$ cat src/rtl/txn_mon_pkg.sv
package txn_mon_pkg;

    typedef enum logic {
        SLOT_IDLE = 1'b0,
        SLOT_PEND = 1'b1
    } slot_state_t;

    typedef struct packed {
        logic orphan;
        logic timeout;
        logic dup;
    } slot_err_t;

endpackage

$ cat src/rtl/txn_slot.sv
module txn_slot
    import txn_mon_pkg::*;
#(
    parameter int MAX_LATENCY = 8
) (
    input  logic      clk,
    input  logic      rst_n,
    input  logic      hit_req,
    input  logic      hit_rsp,
    output slot_err_t err
);
    localparam int AGE_W = $clog2(MAX_LATENCY + 2);

    slot_state_t      state_q, state_nx;
    logic [AGE_W-1:0] age_q, age_nx;
    logic             expire;
    logic             live;
    logic             retire;

    // entry has passed its bound this cycle
    assign expire = (state_q == SLOT_PEND) && (age_q > AGE_W'(MAX_LATENCY));
    assign live   = (state_q == SLOT_PEND) && !expire;
    assign retire = hit_rsp && live;

    // state register
    always_ff @(posedge clk or negedge rst_n) begin
        if (!rst_n) begin
            state_q <= SLOT_IDLE;
            age_q   <= '0;
        end else begin
            state_q <= state_nx;
            age_q   <= age_nx;
        end
    end

    // transitions
    always_comb begin
        state_nx = state_q;
        age_nx   = age_q;
        unique case (state_q)
            SLOT_IDLE: begin
                if (hit_req) begin
                    state_nx = SLOT_PEND;
                    age_nx   = AGE_W'(1);
                end
            end
            SLOT_PEND: begin
                if (hit_req) begin
                    age_nx = AGE_W'(1);
                end else if (retire || expire) begin
                    state_nx = SLOT_IDLE;
                    age_nx   = '0;
                end else begin
                    age_nx = AGE_W'(age_q + 1'b1);
                end
            end
            default: begin
                state_nx = SLOT_IDLE;
                age_nx   = '0;
            end
        endcase
    end

    // per-rule outputs
    always_comb begin
        err         = '0;
        err.orphan  = hit_rsp && !live;
        err.timeout = expire;
        err.dup     = hit_req && live && !hit_rsp;
    end

endmodule

$ cat src/rtl/txn_err_merge.sv
module txn_err_merge
    import txn_mon_pkg::*;
#(
    parameter int N_SLOTS = 16
) (
    input  slot_err_t [N_SLOTS-1:0] slot_errs,
    output slot_err_t               any_err
);
    always_comb begin
        any_err = '0;
        for (int k = 0; k < N_SLOTS; k++) begin
            any_err.orphan  = any_err.orphan  | slot_errs[k].orphan;
            any_err.timeout = any_err.timeout | slot_errs[k].timeout;
            any_err.dup     = any_err.dup     | slot_errs[k].dup;
        end
    end
endmodule

$ cat src/rtl/txn_order_monitor.sv
module txn_order_monitor
    import txn_mon_pkg::*;
#(
    parameter int ID_W        = 4,
    parameter int MAX_LATENCY = 8
) (
    input  logic            clk,
    input  logic            rst_n,
    input  logic            req_vld,
    input  logic [ID_W-1:0] req_id,
    input  logic            rsp_vld,
    input  logic [ID_W-1:0] rsp_id,
    output logic            err_orphan,
    output logic            err_timeout,
    output logic            err_dup_id
);
    localparam int N_IDS = 2 ** ID_W;

    slot_err_t [N_IDS-1:0] slot_errs;
    slot_err_t             merged;

    for (genvar g = 0; g < N_IDS; g++) begin : g_slot
        logic hit_req;
        logic hit_rsp;
        assign hit_req = req_vld && (req_id == ID_W'(g));
        assign hit_rsp = rsp_vld && (rsp_id == ID_W'(g));

        txn_slot #(
            .MAX_LATENCY(MAX_LATENCY)
        ) u_slot (
            .clk    (clk),
            .rst_n  (rst_n),
            .hit_req(hit_req),
            .hit_rsp(hit_rsp),
            .err    (slot_errs[g])
        );
    end

    txn_err_merge #(
        .N_SLOTS(N_IDS)
    ) u_merge (
        .slot_errs(slot_errs),
        .any_err  (merged)
    );

    // checking is off while reset is held
    assign err_orphan  = rst_n && merged.orphan;
    assign err_timeout = rst_n && merged.timeout;
    assign err_dup_id  = rst_n && merged.dup;

endmodule

$ cat config.mk
export PLATFORM = sky130hd
export DESIGN_NAME = txn_order_monitor
export DESIGN_NICKNAME = d
export VERILOG_FILES = /design/src/rtl/txn_mon_pkg.sv /design/src/rtl/txn_slot.sv /design/src/rtl/txn_err_merge.sv /design/src/rtl/txn_order_monitor.sv
export SDC_FILE = /design/constraint.sdc
export NUM_CORES = 1
export LEC_CHECK = 0
export ABC_AREA = 1
export BUFFER_PORTS_ARGS = -buffer_cell sky130_fd_sc_hd__buf_4
export CORE_MARGIN = 2
export CORE_UTILIZATION = 42
export DETAILED_ROUTE_END_ITERATION = 10
export GPL_TIMING_DRIVEN = 0
export RECOVER_POWER = 50
export SLEW_MARGIN = 20
export SYNTH_ARGS = -nofsm -noshare
export SYNTH_HDL_FRONTEND = slang
export SYNTH_HIERARCHICAL = 1
export SYNTH_SLANG_ARGS = --single-unit
$ cat constraint.sdc
create_clock -name clk -period 1.6 [get_ports clk]
set_input_delay 0 -clock clk [delete_from_list [all_inputs] [get_ports clk]]
set_output_delay 0 -clock clk [all_outputs]
set_load 0.1 [all_outputs]
# Word level (Yosys, flattened, before mapping)
# Cells that the tools add are included.
[totals]
ff_bits = 80
in_bits = 12
output_inout_bits = 3
[op_classes]
add_sub_neg = 16
order_cmp = 16
eq_ne = 46
muxes = 128
bitwise_logic = 61
reduce_logical = 197
[ops]
columns = ["op", "n"]
rows = [
  ["$mux W4", 48],
  ["$logic_and A1 B1 Y1", 131],
  ["$pmux W4 S2", 16],
  ["$add A4 B1 Y4 const B", 16],
  ["$eq A4 B4 Y1 const B", 16],
  ["$gt A4 B4 Y1 const B", 16],
  ["$logic_not A1 Y1", 48],
  ["$mux W1", 48],
  ["$or A1 B1 Y1", 45],
  ["$eq A4 B3 Y1 const B", 8],
  ["$ne A2 B1 Y1 const B", 16],
  ["$pmux W1 S2", 16],
  ["$eq A4 B2 Y1 const B", 4],
  ["$logic_or A1 B1 Y1", 16],
  ["$not A1 Y1", 16],
  ["$eq A4 B1 Y1 const B", 2],
  ["$logic_not A4 Y1", 2],
]

# Longest topological paths before layout
[depth]
ltp_word = 22
ltp_mapped = 12

# Cells and area by module
# Netlist, hierarchy kept.
[modules_own_cells]
columns = ["mod", "instances", "cells_each", "area_per_inst_um2"]
rows = [
  ["txn_slot (g_slot[0].u_slot ...)", 15, 41, 341.6],
  ["txn_slot (g_slot[9].u_slot)", 1, 41, 331.6],
  ["txn_order_monitor", 1, 70, 277.8],
  ["txn_err_merge", 1, 45, 168.9],
]

# Worst setup path after synthesis
# No wires, ideal clock.
[synth_timing]
kind = "register -> output"
start = "register g_slot[14].u_slot.age_q[0]"
end = "output port err_dup_id"
t_arrival_ps = 1799
required_ps = 1600
slack_ps = -199
stages_incl_launch_ff = 13
n_path_buf = 0
path_cell_list = "dfrtp_1 -> inv_1 -> ha_1 -> nand2_4 -> a21oi_4 -> nand2_2 -> nor2_2 -> nor2_1 -> nand2_1 -> nor2_1 -> nand2_1 -> nand2_1 -> inv_1"
[synth_lines]
columns = ["element", "line", "source"]
rows = [
  ["start, declared", "txn_slot.sv:15", "logic [AGE_W-1:0] age_q, age_nx;"],
  ["start signal, assigned", "txn_slot.sv:32", "age_q <= age_nx;"],
  ["end, declared", "txn_order_monitor.sv:15", "output logic err_dup_id"],
]

==> summary.md <==
| Metric | Value |
|---|---|
| Outcome | `complete, but fails checks` |
| Failing checks | `negative hold slack, negative setup slack` |
| MaxCap Viol Count | `0` |
| Reg2reg start | `g_slot[7].u_slot/age_q[0]$_DFFE_PN0P_` |
| Avg Vias per Cell | `4.84` |
| ANT nets after route | `0` |
| Flop2flop setup slack | `-0.31 ns` |
| CP max FO | `3` |
| Crit Path Category | `reg2out` |
| Share of layout cells above drive strength 1 | `about two fifths` |
| Syn_nets | `815` |
| Detailed Place HPWL | `9190 um` |
| Rows | `43` |
| Die H | `123 um` |
| Final instance area | `7560 um2` |
| Placed Area | `6300 um2` |
| CP Cell Sequence | `inv_2 -> ha_4 -> nand2_4 -> a21oi_4 -> nor2_2 -> nor2_1 -> nand2_1 -> nor2_2 -> nand2_1 -> nand2_2 -> clkinvlp_4 -> buf_12` |
| Register area | `2000 um2` |
| Placer Congestion | `0.786` |
| Max incr delay on CP | `just under 0.4 ns` |
| Initial Utilization | `42.7%` |
| Overflow after GRT | `0` |
| First-pass GRT wire length | `24200 um` |
| Period utilisation layout | `128%` |
| Vias in the first global route | `5331` |
| Slew HR | `54.9%` |
| Final hold slack | `-0.306 ns` |
| Clock tree sinks | `80` |
| Final Critical Period | `just over 2 ns` |
| Htree depth | `3` |
| Syn Area/Cell | `7.65 um2` |
| Total number of vias | `around 5000` |
| WP data required | `1.60 ns` |
| Maximum clock frequency | `just under 500 MHz` |
| RSZ-0062 raised after global routing | `yes` |
| Die area | `15000 um2` |
| I/O pin cnt | `15` |
| Worst-skew pair later-pin latency | `between 0.3 and 0.4 ns` |
| DR pass1 iterations | `5` |
| Worst R2R End | `g_slot[7].u_slot/age_q[1]$_DFFE_PN0P_` |
| Clk_skew | `0.00360 ns` |
| Pre-CTS WS | `-0.258 ns` |
| CTS root buf | `clkbuf_16` |
| Yosys synthesis warning count | `6` |
| CP arrival | `2.04 ns` |
| Tot GR Track Use | `20.5%` |
| Maximum number of pins on one net before global-route repair | `49` |
| Max Transition Viols Final | `0` |
| Wirelength, routed | `13600 um` |
| Hold Violations, Final | `between 40 and 50` |
| Power per cell area | `around 1800 nW/um2` |
| # setup viols final | `6` |
| Max stage delay cell, worst path | `dfrtp_1` |
| Peak VDD IR | `0.740 mV` |
| #FFs+latches synth | `80` |
| Sequential share of the synthesized area | `between 30% and 40%` |
| CTS tree | `built` |
| Synth unique cells | `19` |
| Initial antenna violation count | `0` |
| Fill cells | `about 1200` |
| Setup WS post-layout | `-0.442 ns` |
| Worst-path clk slew | `approximately 0.06 ns` |
| Num CTS Buffers | `9` |
| Port bufs | `14` |
| Nets | `918` |
| Hold Path Class | `in2async` |
| Worst Tran Pin Value | `0.676 ns` |
| Drc violations | `0` |
| Worst r2r path cells | `14` |
| Synthesis-to-layout area growth | `28.2%` |
| Startpoint Class | `flip-flop` |
| Routed len/inst | `12.9 um` |
| Drt initial violations | `320` |
| Clk buf depth | `2` |
| CP endpoint kind | `output port` |
| Chip Width | `123 um` |
| Core footprint | `13800 um2` |
| Synth Cell Area | `5900 um2` |
| Mapped Cells | `771` |
| Multi-input gate area | `3610 um2` |
| Leak Pwr | `roughly 3.6 nW` |
| N_diodes | `0` |
sequential cells by signal, indices dropped and copies added, names as in the netlist:
| register | count |
|---|---|
| g_slot.u_slot/age_q | 64 |
| g_slot.u_slot/state_q | 16 |
worst max-delay path, delay by kind of cell (launching register included):
family / cells / cell delay, ns
simple gates: 7 / 0.64
flops: 1 / 0.39
buf+inv: 3 / 0.35
compound gates: 1 / 0.18
fa+ha+maj: 1 / 0.14
layout make-up:
class,count,share of cell area (%)
Clock buffer,13,3.57
Clock inverter,3,0.199
Inverter,139,7.05
Multi-Input combinational cell,536,47.7
Sequential cell,80,26.5
Tap cell,180,2.98
Timing Repair Buffer,108,12.0
layer usage:
| layer | share of wire, % | vias to the layer above | track usage, % |
|---|---|---|---|
| met5 | 0 | - | 0 |
| met4 | 1.6 | 0 | 7.40 |
| met3 | 2.9 | 15 | 4.14 |
| met2 | 50 | 71 | 35.0 |
| met1 | 46 | 2456 | 25.8 |
| li1 | - | 2585 | - |
Yosys cell counts:
cell / number / area [um2]
o21ai_1: 1 / 5.00
nand2_4: 15 / 169
xnor2_1: 16 / 140
dfrtp_1: 80 / 2000
ha_1: 32 / 400
nand3_2: 16 / 160
nand3_1: 44 / 220
inv_2: 31 / 116
a21oi_4: 15 / 244
buf_4: 16 / 120
nand4_1: 17 / 106
o21ai_2: 47 / 412
nand2_2: 32 / 200
a21oi_2: 2 / 17.5
nor2_2: 17 / 106
inv_1: 108 / 405
nor2_1: 125 / 469
a21oi_1: 15 / 75.1
nand2_1: 142 / 533
cells in the final DEF, fill, tap and decap left out, types with 13 or more instances in the layout:
master,n
buf_4,91
nor2_1,110
a21oi_1,15
nand2_2,26
buf_6,13
nand3_1,44
inv_1,79
nand4_1,17
xnor2_1,16
inv_2,57
nand2_4,24
ha_4,16
ha_1,16
a21oi_4,15
dfrtp_1,80
o21ai_2,47
nor2_2,29
nand2_1,139
timing repair:
item,4_1_cts,5_1_grt
endpoints found under the hold margin,45,45
pin swaps,62,17
setup endpoints to repair,3,21
gates resized for setup,80,21
setup buffers,104,12
where the power goes:
part / switching (W) / total [W] / internal [W]
Sequential: 0.000736 / 0.00355 / 0.00282
Clock: 0.000850 / 0.00202 / 0.00117
Combinational: 0.00425 / 0.00778 / 0.00353
how the worst max path moves through the flow:
stage / start / end / slack, ns / depth (start not counted)
CTS: g_slot[8].u_slot/age_q[0]$_DFFE_PN0P_ / err_orphan / -0.45 / 12
global placement: g_slot[12].u_slot/age_q[0]$_DFFE_PN0P_ / err_timeout / -0.26 / 13
floorplan: g_slot[7].u_slot/age_q[0]$_DFFE_PN0P_ / err_timeout / -0.09 / 12
finish: g_slot[8].u_slot/age_q[1]$_DFFE_PN0P_ / err_orphan / -0.44 / 12
detailed placement: g_slot[8].u_slot/age_q[0]$_DFFE_PN0P_ / err_orphan / -0.26 / 12
global route: g_slot[3].u_slot/age_q[0]$_DFFE_PN0P_ / err_orphan / -0.56 / 12
per-stage QoR:
stage	power (W)	hold WS [ns]	util [%]	TNS, ns	instances
finish	0.0134	-0.306	54.7	-2.09	1059
global route	0.0145	-0.260	54.7	-2.63	1059
CTS	0.0131	-0.287	54.8	-5.20	1070
detailed placement	0.00920	0.0826	45.6	-0.751	966
global placement	0.00891	0.288	45.4	-0.733	965
floorplan	0.00819	-0.296	-	-0.203	771
cell families after synthesis:
kind of cell               after synthesis  share of synthesized area, %
DFF                                     80                          33.9
xor gates and xnor gates                16                          2.37
and+or+nand+nor                        408                          33.3
AOI/OAI and AO/OA                       80                          12.8
buffers and inverters                  155                          10.9
adders and majority gates               32                          6.78
Note: power is estimated with default switching activity, not from simulation.
